$ cat src/rtl/usbphy_seq_pkg.sv
`timescale 1ns/1ps
package usbphy_seq_pkg;

  localparam int ADDR_W = 8;
  localparam int DATA_W = 32;

  // register offsets used by the sequence
  localparam logic [ADDR_W-1:0] OFS_PLL      = 8'h00;
  localparam logic [ADDR_W-1:0] OFS_CAL      = 8'h08;
  localparam logic [ADDR_W-1:0] OFS_SQUELCH  = 8'h18;
  localparam logic [ADDR_W-1:0] OFS_OTGPWR   = 8'h34;
  localparam logic [ADDR_W-1:0] OFS_CHARGER  = 8'h38;
  localparam logic [ADDR_W-1:0] OFS_CTL_OTG  = 8'h20;
  localparam logic [ADDR_W-1:0] OFS_CTL_HOST = 8'h04;

  // field values
  localparam logic [DATA_W-1:0] PLL_CLR_M    = 32'h31FF_007F;
  localparam logic [DATA_W-1:0] PLL_SET_M    = 32'h0060_0005;
  localparam logic [DATA_W-1:0] OTGPWR_M     = 32'h0000_0010;
  localparam logic [DATA_W-1:0] CHARGER_M    = 32'h0000_30BC;
  localparam logic [DATA_W-1:0] PULLDN_M     = 32'h0000_0060;
  localparam logic [DATA_W-1:0] PULLUP_M     = 32'h0000_0001;
  localparam logic [DATA_W-1:0] SUSP_OTG_M   = 32'h0000_4000;
  localparam logic [DATA_W-1:0] SUSP_HOST_M  = 32'h0000_0080;

  typedef enum logic [1:0] {K_END = 2'd0, K_RMW = 2'd1, K_POLL = 2'd2} stepKindE;

  typedef struct packed {
    stepKindE            kind;
    logic                misc;
    logic [ADDR_W-1:0]   addr;
    logic [DATA_W-1:0]   setM;
    logic [DATA_W-1:0]   clrM;
    logic [4:0]          flagBit;
    logic [1:0]          waitId;
  } stepT;

  typedef struct packed {
    logic loadOn;
    logic loadOff;
    logic capture;
    logic stepInc;
    logic tryClr;
    logic tryInc;
    logic gapStart;
  } strobeT;

  function automatic stepT makeRmw(logic misc, logic [ADDR_W-1:0] addr,
                                   logic [DATA_W-1:0] setM, logic [DATA_W-1:0] clrM);
    stepT s;
    s = '0;
    s.kind = K_RMW;
    s.misc = misc;
    s.addr = addr;
    s.setM = setM;
    s.clrM = clrM;
    return s;
  endfunction

  function automatic stepT makePoll(logic [ADDR_W-1:0] addr, logic [4:0] flagBit,
                                    logic [1:0] waitId);
    stepT s;
    s = '0;
    s.kind = K_POLL;
    s.addr = addr;
    s.flagBit = flagBit;
    s.waitId = waitId;
    return s;
  endfunction

  // step descriptor for a given sequence, variant and step number
  function automatic stepT lookupStep(logic onSeq, logic otg, logic [3:0] idx);
    stepT s;
    logic [ADDR_W-1:0] ctlA;
    logic [DATA_W-1:0] suspM;
    int pollOfs;
    s = '0;
    ctlA = otg ? OFS_CTL_OTG : OFS_CTL_HOST;
    suspM = otg ? SUSP_OTG_M : SUSP_HOST_M;
    pollOfs = int'(idx) - (otg ? 5 : 2);
    if (onSeq) begin
      if (idx == 4'd0)             s = makeRmw(1'b0, OFS_PLL, PLL_SET_M, PLL_CLR_M);
      else if (idx == 4'd1)        s = makeRmw(1'b1, ctlA, suspM | PULLUP_M, '0);
      else if (otg && idx == 4'd2) s = makeRmw(1'b0, OFS_OTGPWR, OTGPWR_M, '0);
      else if (otg && idx == 4'd3) s = makeRmw(1'b0, OFS_CHARGER, '0, CHARGER_M);
      else if (otg && idx == 4'd4) s = makeRmw(1'b1, ctlA, '0, PULLDN_M);
      else begin
        case (pollOfs)
          0: s = makePoll(OFS_CAL, 5'd31, 2'd0);
          1: s = makePoll(OFS_CAL, 5'd23, 2'd1);
          2: s = makePoll(OFS_SQUELCH, 5'd31, 2'd2);
          3: s = makePoll(OFS_PLL, 5'd31, 2'd3);
          default: s = '0;
        endcase
      end
    end else begin
      if (idx == 4'd0)             s = makeRmw(1'b1, ctlA, '0, suspM | PULLUP_M);
      else if (otg && idx == 4'd1) s = makeRmw(1'b0, OFS_OTGPWR, '0, OTGPWR_M);
    end
    return s;
  endfunction

endpackage

$ cat src/rtl/usbphy_seq_dp.sv
`timescale 1ns/1ps
module usbphy_seq_dp
  import usbphy_seq_pkg::*;
#(
  parameter int POLL_CYC    = 2500000,
  parameter int TIMEOUT_CYC = 250000000
) (
  input  logic              clk,
  input  logic              rstN,
  input  logic              otgMode,
  input  strobeT            stb,
  input  logic [DATA_W-1:0] busRdata,
  output stepKindE          stepKind,
  output logic              flagNow,
  output logic              triesLast,
  output logic              gapDone,
  output logic [1:0]        waitId,
  output logic              busRegion,
  output logic [ADDR_W-1:0] busAddr,
  output logic [DATA_W-1:0] busWdata
);

  localparam int MAX_TRIES = (TIMEOUT_CYC / POLL_CYC < 1) ? 1 : TIMEOUT_CYC / POLL_CYC;
  localparam int TRY_W     = $clog2(MAX_TRIES + 1);

  logic [3:0]        stepIdx;
  logic              onSel;
  logic [DATA_W-1:0] capWord;
  logic [TRY_W-1:0]  tryCnt;
  stepT              cur;

  always_comb cur = lookupStep(onSel, otgMode, stepIdx);

  assign stepKind  = cur.kind;
  assign waitId    = cur.waitId;
  assign busRegion = cur.misc;
  assign busAddr   = cur.addr;
  assign busWdata  = (capWord & ~cur.clrM) | cur.setM;
  assign flagNow   = busRdata[cur.flagBit];
  assign triesLast = (tryCnt == TRY_W'(MAX_TRIES - 1));

  always_ff @(posedge clk or negedge rstN) begin
    if (!rstN) begin
      stepIdx <= '0;
      onSel   <= 1'b0;
      capWord <= '0;
      tryCnt  <= '0;
    end else begin
      if (stb.loadOn || stb.loadOff) begin
        stepIdx <= '0;
        onSel   <= stb.loadOn && !stb.loadOff;
      end else if (stb.stepInc) begin
        stepIdx <= stepIdx + 4'd1;
      end
      if (stb.capture) capWord <= busRdata;
      if (stb.tryClr)      tryCnt <= '0;
      else if (stb.tryInc) tryCnt <= tryCnt + TRY_W'(1);
    end
  end

  generate
    if (POLL_CYC > 1) begin : g_gap
      localparam int GAP_W = $clog2(POLL_CYC + 1);
      logic [GAP_W-1:0] gapCnt;
      always_ff @(posedge clk or negedge rstN) begin
        if (!rstN)                  gapCnt <= '0;
        else if (stb.gapStart)      gapCnt <= GAP_W'(POLL_CYC - 1);
        else if (gapCnt != '0)      gapCnt <= gapCnt - GAP_W'(1);
      end
      assign gapDone = (gapCnt == '0);
    end else begin : g_nogap
      assign gapDone = 1'b1;
    end
  endgenerate

endmodule

$ cat src/rtl/usbphy_seq_ctrl.sv
`timescale 1ns/1ps
module usbphy_seq_ctrl
  import usbphy_seq_pkg::*;
(
  input  logic       clk,
  input  logic       rstN,
  input  logic       pwrOnReq,
  input  logic       pwrOffReq,
  input  logic       busAck,
  input  stepKindE   stepKind,
  input  logic       flagNow,
  input  logic       triesLast,
  input  logic       gapDone,
  input  logic [1:0] waitId,
  output strobeT     stb,
  output logic       busReq,
  output logic       busWe,
  output logic       busy,
  output logic       seqDone,
  output logic [2:0] errCode
);

  typedef enum logic [2:0] {S_IDLE, S_NEXT, S_RD, S_WR, S_GAP} stateE;

  stateE state, nxt;
  logic  accept, finish, fail;

  always_comb begin
    nxt    = state;
    stb    = '0;
    busReq = 1'b0;
    busWe  = 1'b0;
    accept = 1'b0;
    finish = 1'b0;
    fail   = 1'b0;
    case (state)
      S_IDLE: begin
        if (pwrOffReq) begin
          stb.loadOff = 1'b1;
          accept      = 1'b1;
          nxt         = S_NEXT;
        end else if (pwrOnReq) begin
          stb.loadOn = 1'b1;
          accept     = 1'b1;
          nxt        = S_NEXT;
        end
      end
      S_NEXT: begin
        stb.tryClr = 1'b1;
        if (stepKind == K_END) begin
          finish = 1'b1;
          nxt    = S_IDLE;
        end else begin
          nxt = S_RD;
        end
      end
      S_RD: begin
        busReq = 1'b1;
        if (busAck) begin
          if (stepKind == K_RMW) begin
            stb.capture = 1'b1;
            nxt         = S_WR;
          end else if (flagNow) begin
            stb.stepInc = 1'b1;
            nxt         = S_NEXT;
          end else if (triesLast) begin
            finish = 1'b1;
            fail   = 1'b1;
            nxt    = S_IDLE;
          end else begin
            stb.tryInc   = 1'b1;
            stb.gapStart = 1'b1;
            nxt          = S_GAP;
          end
        end
      end
      S_WR: begin
        busReq = 1'b1;
        busWe  = 1'b1;
        if (busAck) begin
          stb.stepInc = 1'b1;
          nxt         = S_NEXT;
        end
      end
      S_GAP: begin
        if (gapDone) nxt = S_RD;
      end
      default: nxt = S_IDLE;
    endcase
  end

  // reset lands in S_NEXT with the power-down sequence selected
  always_ff @(posedge clk or negedge rstN) begin
    if (!rstN) begin
      state   <= S_NEXT;
      seqDone <= 1'b0;
      errCode <= 3'd0;
    end else begin
      state   <= nxt;
      seqDone <= finish;
      if (accept)    errCode <= 3'd0;
      else if (fail) errCode <= {1'b0, waitId} + 3'd1;
    end
  end

  assign busy = (state != S_IDLE);

endmodule

$ cat src/rtl/usbphy_pwr_seq.sv
`timescale 1ns/1ps
module usbphy_pwr_seq
  import usbphy_seq_pkg::*;
#(
  parameter int POLL_CYC    = 2500000,
  parameter int TIMEOUT_CYC = 250000000
) (
  input  logic              clk,
  input  logic              rstN,
  input  logic              otgMode,
  input  logic              pwrOnReq,
  input  logic              pwrOffReq,
  output logic              busy,
  output logic              seqDone,
  output logic [2:0]        errCode,
  output logic              busReq,
  output logic              busWe,
  output logic              busRegion,
  output logic [ADDR_W-1:0] busAddr,
  output logic [DATA_W-1:0] busWdata,
  input  logic [DATA_W-1:0] busRdata,
  input  logic              busAck
);

  strobeT     stb;
  stepKindE   stepKind;
  logic       flagNow, triesLast, gapDone;
  logic [1:0] waitId;

  usbphy_seq_ctrl u_ctrl (
    .clk       (clk),
    .rstN      (rstN),
    .pwrOnReq  (pwrOnReq),
    .pwrOffReq (pwrOffReq),
    .busAck    (busAck),
    .stepKind  (stepKind),
    .flagNow   (flagNow),
    .triesLast (triesLast),
    .gapDone   (gapDone),
    .waitId    (waitId),
    .stb       (stb),
    .busReq    (busReq),
    .busWe     (busWe),
    .busy      (busy),
    .seqDone   (seqDone),
    .errCode   (errCode)
  );

  usbphy_seq_dp #(
    .POLL_CYC    (POLL_CYC),
    .TIMEOUT_CYC (TIMEOUT_CYC)
  ) u_dp (
    .clk       (clk),
    .rstN      (rstN),
    .otgMode   (otgMode),
    .stb       (stb),
    .busRdata  (busRdata),
    .stepKind  (stepKind),
    .flagNow   (flagNow),
    .triesLast (triesLast),
    .gapDone   (gapDone),
    .waitId    (waitId),
    .busRegion (busRegion),
    .busAddr   (busAddr),
    .busWdata  (busWdata)
  );

endmodule

$ cat config.mk
export PLATFORM = sky130hd
export DESIGN_NAME = usbphy_pwr_seq
export DESIGN_NICKNAME = d
export VERILOG_FILES = /design/src/rtl/usbphy_seq_pkg.sv /design/src/rtl/usbphy_seq_dp.sv /design/src/rtl/usbphy_seq_ctrl.sv /design/src/rtl/usbphy_pwr_seq.sv
export SDC_FILE = /design/constraint.sdc
export NUM_CORES = 1
export LEC_CHECK = 0
export ABC_AREA = 1
export CELL_PAD_IN_SITES_DETAIL_PLACEMENT = 0
export CELL_PAD_IN_SITES_GLOBAL_PLACEMENT = 1
export CORE_MARGIN = 5
export CORE_UTILIZATION = 40
export DETAILED_ROUTE_END_ITERATION = 7
export GPL_TIMING_DRIVEN = 0
export PLACE_DENSITY_LB_ADDON = 0.1
export SYNTH_ARGS = -nofsm -noshare
export SYNTH_HDL_FRONTEND = slang
export SYNTH_SLANG_ARGS = --single-unit
export TNS_END_PERCENT = 1
$ cat constraint.sdc
create_clock -name clk -period 5.4 [get_ports clk]
set_input_delay 1.08 -clock clk [delete_from_list [all_inputs] [get_ports clk]]
set_output_delay 1.08 -clock clk [all_outputs]
set_load 0.02 [all_outputs]
==> summary.md, run 1 <==
| Metric | Value |
|---|---|
| Remaining antenna violation count after routing | 0 |
| Slowest cell on the critical path | clkdlybuf4s50_1 |
| Synthesis-stage register bit count | 73 |
| Worst-case setup margin in the final layout | 588 ps |
| Gp weighted congestion | around 0.82 |
| Total inserted antenna cells | 0 |
| Wire length of the first global-routing pass | 18000 um |
| Number of flops mapped to enable cells by yosys | 0 |
| Remaining DRCs | 0 |
| Die Y-Extent | roughly 110 um |
| Final clock period utilization by the worst path | 89.1% |
| Number of rows in the core area | 37 |
| Critical path data arrival time | 3730 ps |
| Clock root cell | clkbuf_8 |
| RSZ-0062 raised after global routing | no |
| Endpoint type of the worst setup path | output port |
| Buf/Inv on CP | 3 |
| Register clock-pin slew on the reported worst setup and hold paths | 80 ps |
| Post-placement cell count | approximately 760 |
| Total Die Area | between 0.01 and 0.015 mm^2 |
| Most used DFF post-synth | dfrtp_1 |
| Achievable frequency | 208 MHz |
| Cts bufs inserted | 9 |
| Maximum number of pins on one net before global-route repair | between 60 and 70 |
| Measured slew at the worst slew-check pin | between 600 and 700 ps |
| Total Routed Length | 10700 um |
| Layout area overhead | 28.1% |
| Register area share after synthesis | 42.4% |
| Number of I/O pins | 86 |
| TNS Setup | 0 ps |
| First drt pass iteration count | 4 |
| Critical Path RT | 4320 ps |
| Maximum single-stage delay on the critical path | 620 ps |
| Final HPWL DP | between 8000 and 9000 um |
| Worst-case headroom to the max-slew limit | around three fifths |
| Clk sinks | 73 |
| Vias in the first global route | between 3000 and 4000 |
| Starting utilization of the core area | 41.4% |
| Residual overflow from global routing | 0 |
| Reg-to-reg slack, setup | about 2500 ps |
| Crit Path Max Fanout | 9 |
| Postcts setup bufs | 0 |
| Buffer levels on the longest clock path | 2 |
| Power density of the placed cells | 507 mW/mm^2 |
| Critical Path Source Type | primary input |
| Peak VDD IR | 0.264 mV |
| Fin. Hold Viols | 0 |
| Final worst path period need | 4810 ps |
| Initial antenna violation count | 0 |
| Final Setup Violations | 0 |
| Worst min path class | reg2reg |
| Maximum clock skew at final layout | 8.08 ps |
| Pre-CTS worst setup slack | roughly 220 ps |
| Cell taking the most area after synthesis | dfrtp_1 |
| Mean post-synth cell area | 7.99 um^2 |
| FF-to-FF Start | u_dp.stepIdx[0] |
| Run status | finished, final reports clean |
| Type of the worst setup path | in2out |
| Cell count after synthesis | 539 |
| WL/cell | 13.8 um |
| Count of nets after finishing | 685 |
| Via density per instance | 4.78 |
| Fraction of layout instances using a drive strength above 1 | about a tenth |
| Synthesis Warnings | 0 |
| Syn Std Cell Area | 0.00431 mm^2 |
| Count leader, synth | nand2_1 |
| Category of cells accounting for the largest share of critical-path delay | buffers and inverters |
| CTS tree | done |
| Max-slew violation total from the final report | 0 |
| Fraction of synthesized cell area taken by the top area cell type | 41.8% |
| Number of library cell types mapped by synthesis | 40 |
| # port buffers | 80 |
| Number of max-cap violations | 0 |
| Share of flip-flops with an asynchronous set or reset | 100% |
| Worst setup path startpoint | otgMode |
| Placeable core region | 0.0104 mm^2 |
| Chip width | 114 um |
| Total vias in the final route | 3707 |
| List of most frequent post-synthesis cells | 104 x nand2_1, 82 x inv_1, 72 x dfrtp_1, 49 x nor2_1, 47 x nand3_1 |
| Hold wc startpoint | u_dp.capWord[30] |
| CTS HTree Levels | 3 |
| Total global-route track usage | 17.2% |
| Initial drt markers | ~200 |
| Post-route non-filler standard cell count | 775 |
| Clock latency of the later-clocked register in the worst-skew pair | 350 ps |
| Leakage component of the power | 2.67 nW |
| Dominant cells by area after synthesis | dfrtp_1 42%, nand2_1 9.1%, inv_1 7.1%, nand3_1 5.5%, mux2_1 4.7% |
| Cell Chain, Critical Path | dlymetal6s2s_1 -> inv_1 -> ha_1 -> nand3_1 -> and2_1 -> ha_1 -> nand2_1 -> nor2_1 -> nand3_1 -> a21oi_1 -> clkdlybuf4s50_1 |
## registers in the layout (all words and copies together), names as in the netlist
name and flops:
u_dp.onSel 1, u_dp.stepIdx 4, u_dp.tryCnt 7, u_dp.capWord 32
u_ctrl.seqDone 1, u_ctrl.errCode 3, u_dp.g_gap.gapCnt 22, u_ctrl.state 3
## area by class of cell
type / instances / area (um^2)
repair buffers: 81 / 828
flip-flops and latches: 73 / 1830
clock inverters: 6 / 65.1
fillers: 998 / 4900
plain buffers: 24 / 170
clock buffers: 10 / 138
well taps: 136 / 170
inverters: 87 / 327
multi-input cells: 358 / 1990
## cell families (layout without fill, tap and decap cells)
family	after synthesis	after routing	synth area share, %
AND/OR/NAND/NOR	253	253	26.9
buffers and inverters	111	208	11.5
multiplexers	22	22	5.72
AO/OA/AOI/OAI	54	54	6.97
adder cells (fa/ha/maj)	13	13	3.95
other	1	4	0.0870
XOR/XNOR	12	12	2.44
flip-flops	73	73	42.4
## cell usage in the layout, fill, tap and decap left out, drive strengths merged
master,instances
clkdlybuf4s50,78
ha,12
clkbuf,14
a211oi,1
o21ai,31
nand2,108
nor4,3
nand3,49
buf,22
conb,4
mux2,21
dfstp,1
nand4,12
nand3b,3
o21bai,1
dlymetal6s2s,1
a31o,1
a21oi,11
o211ai,7
mux2i,1
o22ai,1
nor3,17
xor2,9
dfrtp,72
or2,2
clkinv,4
inv,87
xnor2,3
o31ai,1
and2,2
nor2,57
fa,1
clkinvlp,1
bufinv,1
## metal layers
layer | routed length [um] | vias to the layer above | global-route usage [%] | part of all wire (%)
met2 | 4810 | 86 | 26.7 | 45
met5 | 0 | - | 0 | 0
met4 | 105 | 0 | 4.75 | 0.98
met3 | 617 | 11 | 4.03 | 5.8
li1 | - | 1909 | - | -
met1 | 5160 | 1701 | 24.1 | 48
## final timing paths
check | to | cells past startpoint
setup / recovery | busAddr[3] | 11
hold / removal | u_dp.capWord[30] | 1
setup reg to reg | u_dp.g_gap.gapCnt[13] | 15
hold reg to reg | u_dp.capWord[30] | 1
max in group asynchronous | u_ctrl.state[0] | 2
min in group asynchronous | u_dp.tryCnt[1] | 1
## power by group
| group | internal [W] | switching (W) | total (W) |
|---|---|---|---|
| Clock | 0.000227 | 0.000213 | 0.000440 |
| Sequential | 0.000737 | 0.000110 | 0.000847 |
| Combinational | 0.000658 | 0.000853 | 0.00151 |
| Total | 0.00162 | 0.00118 | 0.00280 |
## what timing repair did
| item | in CTS | in global routing |
|---|---|---|
| hold buffers | 0 | 0 |
| setup endpoints to repair | 0 | 2 |
| gates resized for setup | 0 | 1 |
## metrics by stage
| step | hold WS, ps | utilization, % | cell area [um^2] | power [W] |
|---|---|---|---|---|
| floorplan | 458 | - | 4320 | 0.00179 |
| global placement | 468 | 50.8 | 5290 | 0.00235 |
| detailed placement | 475 | 51.0 | 5320 | 0.00239 |
| CTS | 495 | 53.0 | 5520 | 0.00284 |
| global route | 522 | 53.0 | 5520 | 0.00302 |
| finish | 492 | 53.0 | 5520 | 0.00280 |
No activity file was read; power rests on OpenSTA's default activity.
==> run 2, diff against run 1 <==
--- a/config.mk
+++ b/config.mk
@@ -13,6 +13,7 @@
 export DETAILED_ROUTE_END_ITERATION = 7
 export GPL_TIMING_DRIVEN = 0
 export PLACE_DENSITY_LB_ADDON = 0.1
+export SLEW_MARGIN = 5
 export SYNTH_ARGS = -nofsm -noshare
 export SYNTH_HDL_FRONTEND = slang
 export SYNTH_SLANG_ARGS = --single-unit
==> results of run 2 <==
Same layout as run 1: the final DEF is identical, and so are final timing and power.
